[src/rtl/gpio_pkg.sv]
package gpio_pkg;

   localparam int unsigned WORD_W  = 64;
   localparam int unsigned ADDR_W  = 13;
   localparam int unsigned GROUP_W = 64;

   localparam int unsigned OFS_RX   = 'h000;
   localparam int unsigned OFS_SET  = 'h008;
   localparam int unsigned OFS_CLR  = 'h010;
   localparam int unsigned OFS_CNT  = 'h090;
   localparam int unsigned OFS_CFG  = 'h400;
   localparam int unsigned OFS_HI   = 'h1400;

   localparam int unsigned FB_OE    = 0;
   localparam int unsigned FB_INV   = 1;
   localparam int unsigned FB_IE    = 2;
   localparam int unsigned FB_SEL   = 16;
   localparam int unsigned SEL_W    = 11;

   typedef enum logic [2:0] {
      ACC_NONE,
      ACC_RX,
      ACC_SET,
      ACC_CLR,
      ACC_CNT,
      ACC_CFG
   } acc_kind_t;

   typedef struct packed {
      logic [SEL_W-1:0] sel;
      logic             ie;
      logic             inv;
      logic             oe;
   } pin_cfg_t;

   function automatic logic [WORD_W-1:0] cfg_to_word(input pin_cfg_t c);
      logic [WORD_W-1:0] w;
      w = '0;
      w[FB_OE]                 = c.oe;
      w[FB_INV]                = c.inv;
      w[FB_IE]                 = c.ie;
      w[FB_SEL +: SEL_W]       = c.sel;
      return w;
   endfunction

   function automatic pin_cfg_t word_to_cfg(input logic [WORD_W-1:0] w);
      pin_cfg_t c;
      c.oe  = w[FB_OE];
      c.inv = w[FB_INV];
      c.ie  = w[FB_IE];
      c.sel = w[FB_SEL +: SEL_W];
      return c;
   endfunction

endpackage

[src/rtl/gpio_addr_dec.sv]
module gpio_addr_dec
   import gpio_pkg::*;
#(
   parameter int unsigned NUM_PINS = 72,
   localparam int unsigned NGROUP  = (NUM_PINS + GROUP_W - 1) / GROUP_W,
   localparam int unsigned PIN_W   = (NUM_PINS > 1) ? $clog2(NUM_PINS) : 1
) (
   input  logic [ADDR_W-1:0] addr,
   output acc_kind_t         kind,
   output logic              group,
   output logic [PIN_W-1:0]  pin
);

   localparam int unsigned CFG_END = OFS_CFG + 8 * NUM_PINS;

   int unsigned off;
   int unsigned rel;

   always_comb begin
      kind  = ACC_NONE;
      group = 1'b0;
      pin   = '0;
      off   = 32'(addr);
      rel   = 0;
      if (off == OFS_RX)       kind = ACC_RX;
      else if (off == OFS_SET) kind = ACC_SET;
      else if (off == OFS_CLR) kind = ACC_CLR;
      else if (off == OFS_CNT) kind = ACC_CNT;
      else if (NGROUP > 1 && off == OFS_HI + OFS_RX) begin
         kind  = ACC_RX;
         group = 1'b1;
      end
      else if (NGROUP > 1 && off == OFS_HI + OFS_SET) begin
         kind  = ACC_SET;
         group = 1'b1;
      end
      else if (NGROUP > 1 && off == OFS_HI + OFS_CLR) begin
         kind  = ACC_CLR;
         group = 1'b1;
      end
      else if (off >= OFS_CFG && off < CFG_END && addr[2:0] == 3'b000) begin
         kind = ACC_CFG;
         rel  = (off - OFS_CFG) >> 3;
         pin  = PIN_W'(rel);
      end
   end

endmodule

[src/rtl/gpio_cfg_bank.sv]
module gpio_cfg_bank
   import gpio_pkg::*;
#(
   parameter int unsigned NUM_PINS = 72,
   localparam int unsigned PIN_W   = (NUM_PINS > 1) ? $clog2(NUM_PINS) : 1
) (
   input  logic                clk,
   input  logic                rst_n,
   input  logic                wr_en,
   input  logic [PIN_W-1:0]    wr_pin,
   input  logic [WORD_W-1:0]   wr_word,
   input  logic [PIN_W-1:0]    rd_pin,
   output logic [WORD_W-1:0]   rd_word,
   output logic [NUM_PINS-1:0] oe_vec,
   output logic [NUM_PINS-1:0] inv_vec,
   output logic [NUM_PINS-1:0] ie_vec,
   output logic [NUM_PINS-1:0] owned_vec
);

   pin_cfg_t cfg_q [NUM_PINS];
   pin_cfg_t wr_cfg;

   assign wr_cfg = word_to_cfg(wr_word);

   for (genvar p = 0; p < NUM_PINS; p++) begin : g_pin
      logic hit;
      assign hit = wr_en && (32'(wr_pin) == p);

      always_ff @(posedge clk or negedge rst_n) begin
         if (!rst_n)   cfg_q[p] <= '0;
         else if (hit) cfg_q[p] <= wr_cfg;
      end

      assign oe_vec[p]    = cfg_q[p].oe;
      assign inv_vec[p]   = cfg_q[p].inv;
      assign ie_vec[p]    = cfg_q[p].ie;
      assign owned_vec[p] = (cfg_q[p].sel == '0);
   end

   always_comb begin
      rd_word = '0;
      for (int p = 0; p < NUM_PINS; p++) begin
         if (32'(rd_pin) == p) rd_word = cfg_to_word(cfg_q[p]);
      end
   end

endmodule

[src/rtl/gpio_insync.sv]
module gpio_insync #(
   parameter int unsigned NUM_PINS    = 72,
   parameter int unsigned SYNC_STAGES = 2
) (
   input  logic                clk,
   input  logic                rst_n,
   input  logic [NUM_PINS-1:0] pad_in,
   input  logic [NUM_PINS-1:0] inv_vec,
   output logic [NUM_PINS-1:0] rx_vec
);

   if (SYNC_STAGES < 2) begin : g_bad_depth
      $error("gpio_insync: SYNC_STAGES must be at least 2");
   end

   logic [NUM_PINS-1:0] stage_q [SYNC_STAGES];

   for (genvar s = 0; s < SYNC_STAGES; s++) begin : g_stage
      if (s == 0) begin : g_first
         always_ff @(posedge clk or negedge rst_n) begin
            if (!rst_n) stage_q[s] <= '0;
            else        stage_q[s] <= pad_in;
         end
      end else begin : g_next
         always_ff @(posedge clk or negedge rst_n) begin
            if (!rst_n) stage_q[s] <= '0;
            else        stage_q[s] <= stage_q[s-1];
         end
      end
   end

   for (genvar p = 0; p < NUM_PINS; p++) begin : g_fix
      always_ff @(posedge clk or negedge rst_n) begin
         if (!rst_n) rx_vec[p] <= 1'b0;
         else        rx_vec[p] <= stage_q[SYNC_STAGES-1][p] ^ inv_vec[p];
      end
   end

endmodule

[src/rtl/gpio_out_latch.sv]
module gpio_out_latch #(
   parameter int unsigned WIDTH = 72
) (
   input  logic             clk,
   input  logic             rst_n,
   input  logic [WIDTH-1:0] set_mask,
   input  logic [WIDTH-1:0] clr_mask,
   output logic [WIDTH-1:0] q
);

   always_ff @(posedge clk or negedge rst_n) begin
      if (!rst_n) q <= '0;
      else        q <= (q | set_mask) & ~clr_mask;
   end

endmodule

[src/rtl/gpio_regbank.sv]
module gpio_regbank
   import gpio_pkg::*;
#(
   parameter int unsigned NUM_PINS    = 72,
   parameter int unsigned SYNC_STAGES = 2
) (
   input  logic                clk,
   input  logic                rst_n,
   input  logic                bus_valid,
   input  logic                bus_write,
   input  logic [12:0]         bus_addr,
   input  logic [63:0]         bus_wdata,
   output logic [63:0]         bus_rdata,
   input  logic [NUM_PINS-1:0] pad_in,
   output logic [NUM_PINS-1:0] pad_out,
   output logic [NUM_PINS-1:0] pad_oe,
   output logic                irq
);

   localparam int unsigned NGROUP = (NUM_PINS + GROUP_W - 1) / GROUP_W;
   localparam int unsigned PADW   = NGROUP * GROUP_W;
   localparam int unsigned PIN_W  = (NUM_PINS > 1) ? $clog2(NUM_PINS) : 1;

   if (NUM_PINS < 1 || NUM_PINS > 2 * GROUP_W) begin : g_bad_pins
      $error("gpio_regbank: NUM_PINS must lie in 1..128");
   end

   acc_kind_t           dec_kind;
   logic                dec_group;
   logic [PIN_W-1:0]    dec_pin;
   logic                do_wr;
   logic                do_rd;
   logic [PADW-1:0]     wd_spread;
   logic [NUM_PINS-1:0] set_mask;
   logic [NUM_PINS-1:0] clr_mask;
   logic [NUM_PINS-1:0] out_q;
   logic [NUM_PINS-1:0] rx_vec;
   logic [NUM_PINS-1:0] oe_vec;
   logic [NUM_PINS-1:0] inv_vec;
   logic [NUM_PINS-1:0] ie_vec;
   logic [NUM_PINS-1:0] owned_vec;
   logic [WORD_W-1:0]   cfg_word;
   logic [PADW-1:0]     rx_pad;
   logic [PADW-1:0]     out_pad;
   logic [WORD_W-1:0]   rx_words  [NGROUP];
   logic [WORD_W-1:0]   out_words [NGROUP];
   logic [WORD_W-1:0]   rx_sel;
   logic [WORD_W-1:0]   out_sel;
   logic [WORD_W-1:0]   rd_next;
   logic [WORD_W-1:0]   rdata_q;

   assign do_wr = bus_valid && bus_write;
   assign do_rd = bus_valid && !bus_write;

   gpio_addr_dec #(.NUM_PINS(NUM_PINS)) u_dec (
      .addr  (bus_addr),
      .kind  (dec_kind),
      .group (dec_group),
      .pin   (dec_pin)
   );

   for (genvar g = 0; g < NGROUP; g++) begin : g_group
      assign wd_spread[g*GROUP_W +: GROUP_W] =
         (32'(dec_group) == g) ? bus_wdata : '0;
      assign rx_words[g]  = rx_pad[g*GROUP_W +: GROUP_W];
      assign out_words[g] = out_pad[g*GROUP_W +: GROUP_W];
   end

   assign set_mask = (do_wr && dec_kind == ACC_SET) ? NUM_PINS'(wd_spread) : '0;
   assign clr_mask = (do_wr && dec_kind == ACC_CLR) ? NUM_PINS'(wd_spread) : '0;

   gpio_out_latch #(.WIDTH(NUM_PINS)) u_latch (
      .clk      (clk),
      .rst_n    (rst_n),
      .set_mask (set_mask),
      .clr_mask (clr_mask),
      .q        (out_q)
   );

   gpio_cfg_bank #(.NUM_PINS(NUM_PINS)) u_cfg (
      .clk       (clk),
      .rst_n     (rst_n),
      .wr_en     (do_wr && dec_kind == ACC_CFG),
      .wr_pin    (dec_pin),
      .wr_word   (bus_wdata),
      .rd_pin    (dec_pin),
      .rd_word   (cfg_word),
      .oe_vec    (oe_vec),
      .inv_vec   (inv_vec),
      .ie_vec    (ie_vec),
      .owned_vec (owned_vec)
   );

   gpio_insync #(.NUM_PINS(NUM_PINS), .SYNC_STAGES(SYNC_STAGES)) u_sync (
      .clk     (clk),
      .rst_n   (rst_n),
      .pad_in  (pad_in),
      .inv_vec (inv_vec),
      .rx_vec  (rx_vec)
   );

   assign rx_pad  = PADW'(rx_vec);
   assign out_pad = PADW'(out_q);

   always_comb begin
      rx_sel  = '0;
      out_sel = '0;
      for (int g = 0; g < NGROUP; g++) begin
         if (32'(dec_group) == g) begin
            rx_sel  = rx_words[g];
            out_sel = out_words[g];
         end
      end
   end

   always_comb begin
      unique case (dec_kind)
         ACC_RX:           rd_next = rx_sel;
         ACC_SET, ACC_CLR: rd_next = out_sel;
         ACC_CNT:          rd_next = WORD_W'(NUM_PINS);
         ACC_CFG:          rd_next = cfg_word;
         default:          rd_next = '0;
      endcase
   end

   always_ff @(posedge clk or negedge rst_n) begin
      if (!rst_n)     rdata_q <= '0;
      else if (do_rd) rdata_q <= rd_next;
   end

   assign bus_rdata = rdata_q;
   assign pad_out   = out_q;
   assign pad_oe    = oe_vec & owned_vec;
   assign irq       = |(rx_vec & ie_vec);

endmodule

[config.mk]
export PLATFORM = sky130hd
export DESIGN_NAME = gpio_regbank
export DESIGN_NICKNAME = d
export VERILOG_FILES = /design/src/rtl/gpio_pkg.sv /design/src/rtl/gpio_addr_dec.sv /design/src/rtl/gpio_cfg_bank.sv /design/src/rtl/gpio_insync.sv /design/src/rtl/gpio_out_latch.sv /design/src/rtl/gpio_regbank.sv
export SDC_FILE = /design/constraint.sdc
export NUM_CORES = 2
export LEC_CHECK = 0
export ABC_AREA = 1
export BUFFER_PORTS_ARGS = -buffer_cell sky130_fd_sc_hd__buf_2
export CELL_PAD_IN_SITES_DETAIL_PLACEMENT = 0
export CELL_PAD_IN_SITES_GLOBAL_PLACEMENT = 1
export CORE_MARGIN = 3
export CORE_UTILIZATION = 38
export DETAILED_ROUTE_END_ITERATION = 8
export GPL_TIMING_DRIVEN = 0
export MAX_ROUTING_LAYER = met4
export PLACE_DENSITY_LB_ADDON = 0.1
export SLEW_MARGIN = 0
export SYNTH_ARGS = -nofsm -noshare
export SYNTH_HDL_FRONTEND = slang
export SYNTH_SLANG_ARGS = --single-unit
[constraint.sdc]
create_clock -name clk -period 3.1 [get_ports clk]
set_input_delay 0.155 -clock clk [delete_from_list [all_inputs] [get_ports clk]]
set_output_delay 0.155 -clock clk [all_outputs]
set_load 0.02 [all_outputs]
==> reports/results.txt <==
# IOs: 362
post-route cell area: 73940 um2
CTS clk-pin slew, worst paths: 0.06 ns
WP data arrival: 7.84 ns
area grow syn2layout: 23.91%
setup ws final: -4.057 ns
Seq. cell area: 34030 um2
final RePlAce weighted congestion: 0.9629
share of layout cells above drive strength 1: 0.1373
Tot Pwr: 39040 uW
htree depth: 4
CTS tree: built
TritonCTS buffer count: 155
Setup crit start kind: input pin
Starting Density: 0.3851
Synthesized Nets: 7309
drt total wl: 269500 um
Post-Syn Area per Cell: 8.338 um2
crit-path most repeated cell: nand4_1
vias in the first global route: 53610
Slew Viols, Final: 0
CTS root buf: clkbuf_16
RSZ-0062 raised after global routing: true
Clock Power Share: 0.489
post-layout min period: 7.157 ns
Die X-Extent: 402.3 um
dominant cells by area after synthesis: dfrtp_1 57%, nand2_1 15%, o21ai_0 10%
WP data required: 3.79 ns
port bufs: 360
Crit Path Category: input pin to register
violated checks: negative setup slack
Pre-Repair DR Iteration Count: 6
global-route wire length before repair: 385900 um
Syn Std Cell Area: 59670 um2
DP HPWL: 195200 um
Rows: 144
maxcap violations: 0
outcome: complete, but fails checks
Hold Crit Class: input pin to register
Multi-input gate area: 23600 um2
final non-filler cell total: 10140
Worst Setup End Kind: register
clock sinks: 1360
Slew headroom: 0.01172
Yosys top cell area share: 0.5704
antenna-violating nets left: 0
commonest cells after routing, fill and taps aside: 2216 x nand2_1, 1360 x dfrtp_1, 1182 x o21ai_0
initial drt markers: 6102
CP max-delay cell: nand4_1
Seq/Total Area, Yosys: 0.5704
routed vias/inst: 5.526
Psw: 9344 uW
# DRC: 0
number of setup violations in the final report: 52
aggregate global routing overflow: 0
Critical Path Fanout Max: 4
leading area contributor after synthesis: dfrtp_1
Crit path largest cell delay: 0.23 ns
wire length per cell: 26.58 um
PwrDens: 528.0 nW/um2
final net count: 8113
FMAX: 139.7 MHz
Leak: 0.03363 uW
Syn. warnings: 0
clk_lat worst skew: 0.80 ns
CTS Buffer Depth: 3
fill cell count: 15500
die height: 402.3 um
Yosys reg bits: 1360
Vias: 56010
largest net degree at the start of global routing: 161
Seq pwr share: 0.462
Cell variety after synth: 41
area post-placement: 64440 um2
Tcrit/Tclk final: 2.309
final hold viol count: 0
core region area: 154900 um2
logic gate share of total power: 0.049
Switching Fraction: 0.2393
commonest non-fill, non-tap cell in the layout: nand2_1
placed instance count: 9573
Worst-Margin Slew: 1.482 ns
synthesized instance count: 7156
P_int: 29700 uW
die footprint: 161800 um2
Global Route Usage Sum: 0.3367
antenna violations before repair: 29
Final Skew: 0.02057 ns
peak supply drop: 575.9 uV
==> critical path, delay by kind of cell <==
kind,cells,cell delay [ns]
compound gates,2,0.25
buf+inv,4,0.48
simple gates,45,6.92
==> per-layer routing <==
metal	share of wire	up-vias	global-route usage	wire length, um
met3	0.083	401	0.06466	22470
li1	-	25100	-	-
met5	0	-	-	0
met2	0.44	2373	0.4891	117500
met4	0.037	0	0.1131	9889
met1	0.44	28140	0.4726	119600
==> cells by family (layout without fill, tap and decap cells) <==
| logic type | count (synthesis) | after routing | synth area share |
|---|---|---|---|
| other | 0 | 16 | 0 |
| and+or+nand+nor | 3352 | 3352 | 0.2331 |
| AOI/OAI and AO/OA | 1451 | 1451 | 0.1275 |
| DFF | 1360 | 1360 | 0.5704 |
| xor gates and xnor gates | 72 | 72 | 0.01057 |
| buffers and inverters | 921 | 1842 | 0.05842 |
==> stage by stage <==
| stage | hold slack, ns | setup TNS, ns | utilization | setup WS [ns] |
|---|---|---|---|---|
| floorplan | -0.1406 | -11.17 | - | -0.8708 |
| global placement | 0.2628 | - | 0.4137 | -29.65 |
| detailed placement | 0.1509 | -1209.77 | 0.4159 | -6.076 |
| CTS | 0.003154 | -48.24 | 0.4730 | -4.017 |
| global route | 0.04376 | -57.00 | 0.4771 | -4.080 |
| finish | 0.05645 | -54.67 | 0.4772 | -4.057 |
==> final cells by class <==
type	count	area share
antenna	16	0.0005415
buffer	360	0.01955
clock buffer	222	0.06161
clock inverter	52	0.008614
inverter	560	0.02916
multi-input combinational	4875	0.3192
sequential	1360	0.4603
tap	2044	0.03459
timing repair buffer	648	0.06642
==> power by group through the flow <==
stage | registers, uW | clock network, uW | logic (uW)
2_1_floorplan | 18300 | 0 | 416
3_3_place_gp | 18400 | 0 | 1540
3_5_place_dp | 18300 | 0 | 1580
4_1_cts | 18000 | 19300 | 1890
5_1_grt | 18000 | 20000 | 2040
6_report | 18000 | 19100 | 1930
==> Yosys cell counts (all sizes together) <==
cell / n
a2111oi: 1
a21oi: 156
a221oi: 10
a22o: 41
a22oi: 11
a31oi: 5
a32o: 12
and3: 8
and3b: 1
buf: 13
clkbuf: 348
clkinv: 5
dfrtp: 1360
inv: 555
nand2: 2335
nand3: 101
nand3b: 2
nand4: 214
nor2: 448
nor3: 23
nor3b: 1
nor4: 204
o2111ai: 2
o211ai: 3
o21ai: 1192
o22ai: 17
o31ai: 1
or2: 14
or4: 1
xor2: 72
==> state kept, by name, summed over array words and instances, names as in the netlist <==
signal	cells
u_sync.stage_q	144
u_cfg.ie_vec	72
bus_rdata	64
u_cfg.oe_vec	72
u_cfg.inv_vec	72
u_sync.rx_vec	72
u_latch.q	72
u_cfg.cfg_q	792
==> path summary, 6_finish.rpt <==
path / start / cells past startpoint / to / slack, ns
worst max register to register: u_cfg.oe_vec[0]$_DFFE_PN0P_ / 42 / bus_rdata[0]$_DFFE_PN0P_ / -4.01
max in group asynchronous: rst_n / 7 / u_cfg.cfg_q[663]$_DFFE_PN0P_ / 0.37
worst min register to register: u_sync.stage_q[140]$_DFF_PN0_ / 0 / u_sync.stage_q[68]$_DFF_PN0_ / 0.34
worst min-delay path: pad_in[34] / 2 / u_sync.stage_q[106]$_DFF_PN0_ / 0.06
min in group asynchronous: rst_n / 3 / u_cfg.cfg_q[261]$_DFFE_PN0P_ / 0.40
worst max-delay path: bus_addr[2] / 51 / bus_rdata[0]$_DFFE_PN0P_ / -4.06
==> timing repair <==
item / in CTS / in global routing
gates cloned: 0 / 1
buffers inserted: 36 / 24
pin swaps: 137 / 174
resized for setup: 344 / 130
setup endpoints to repair: 727 / 519
hold endpoints to repair: 335 / 0
hold buffers: 216 / 0
Power figures use the tool's default switching activity.
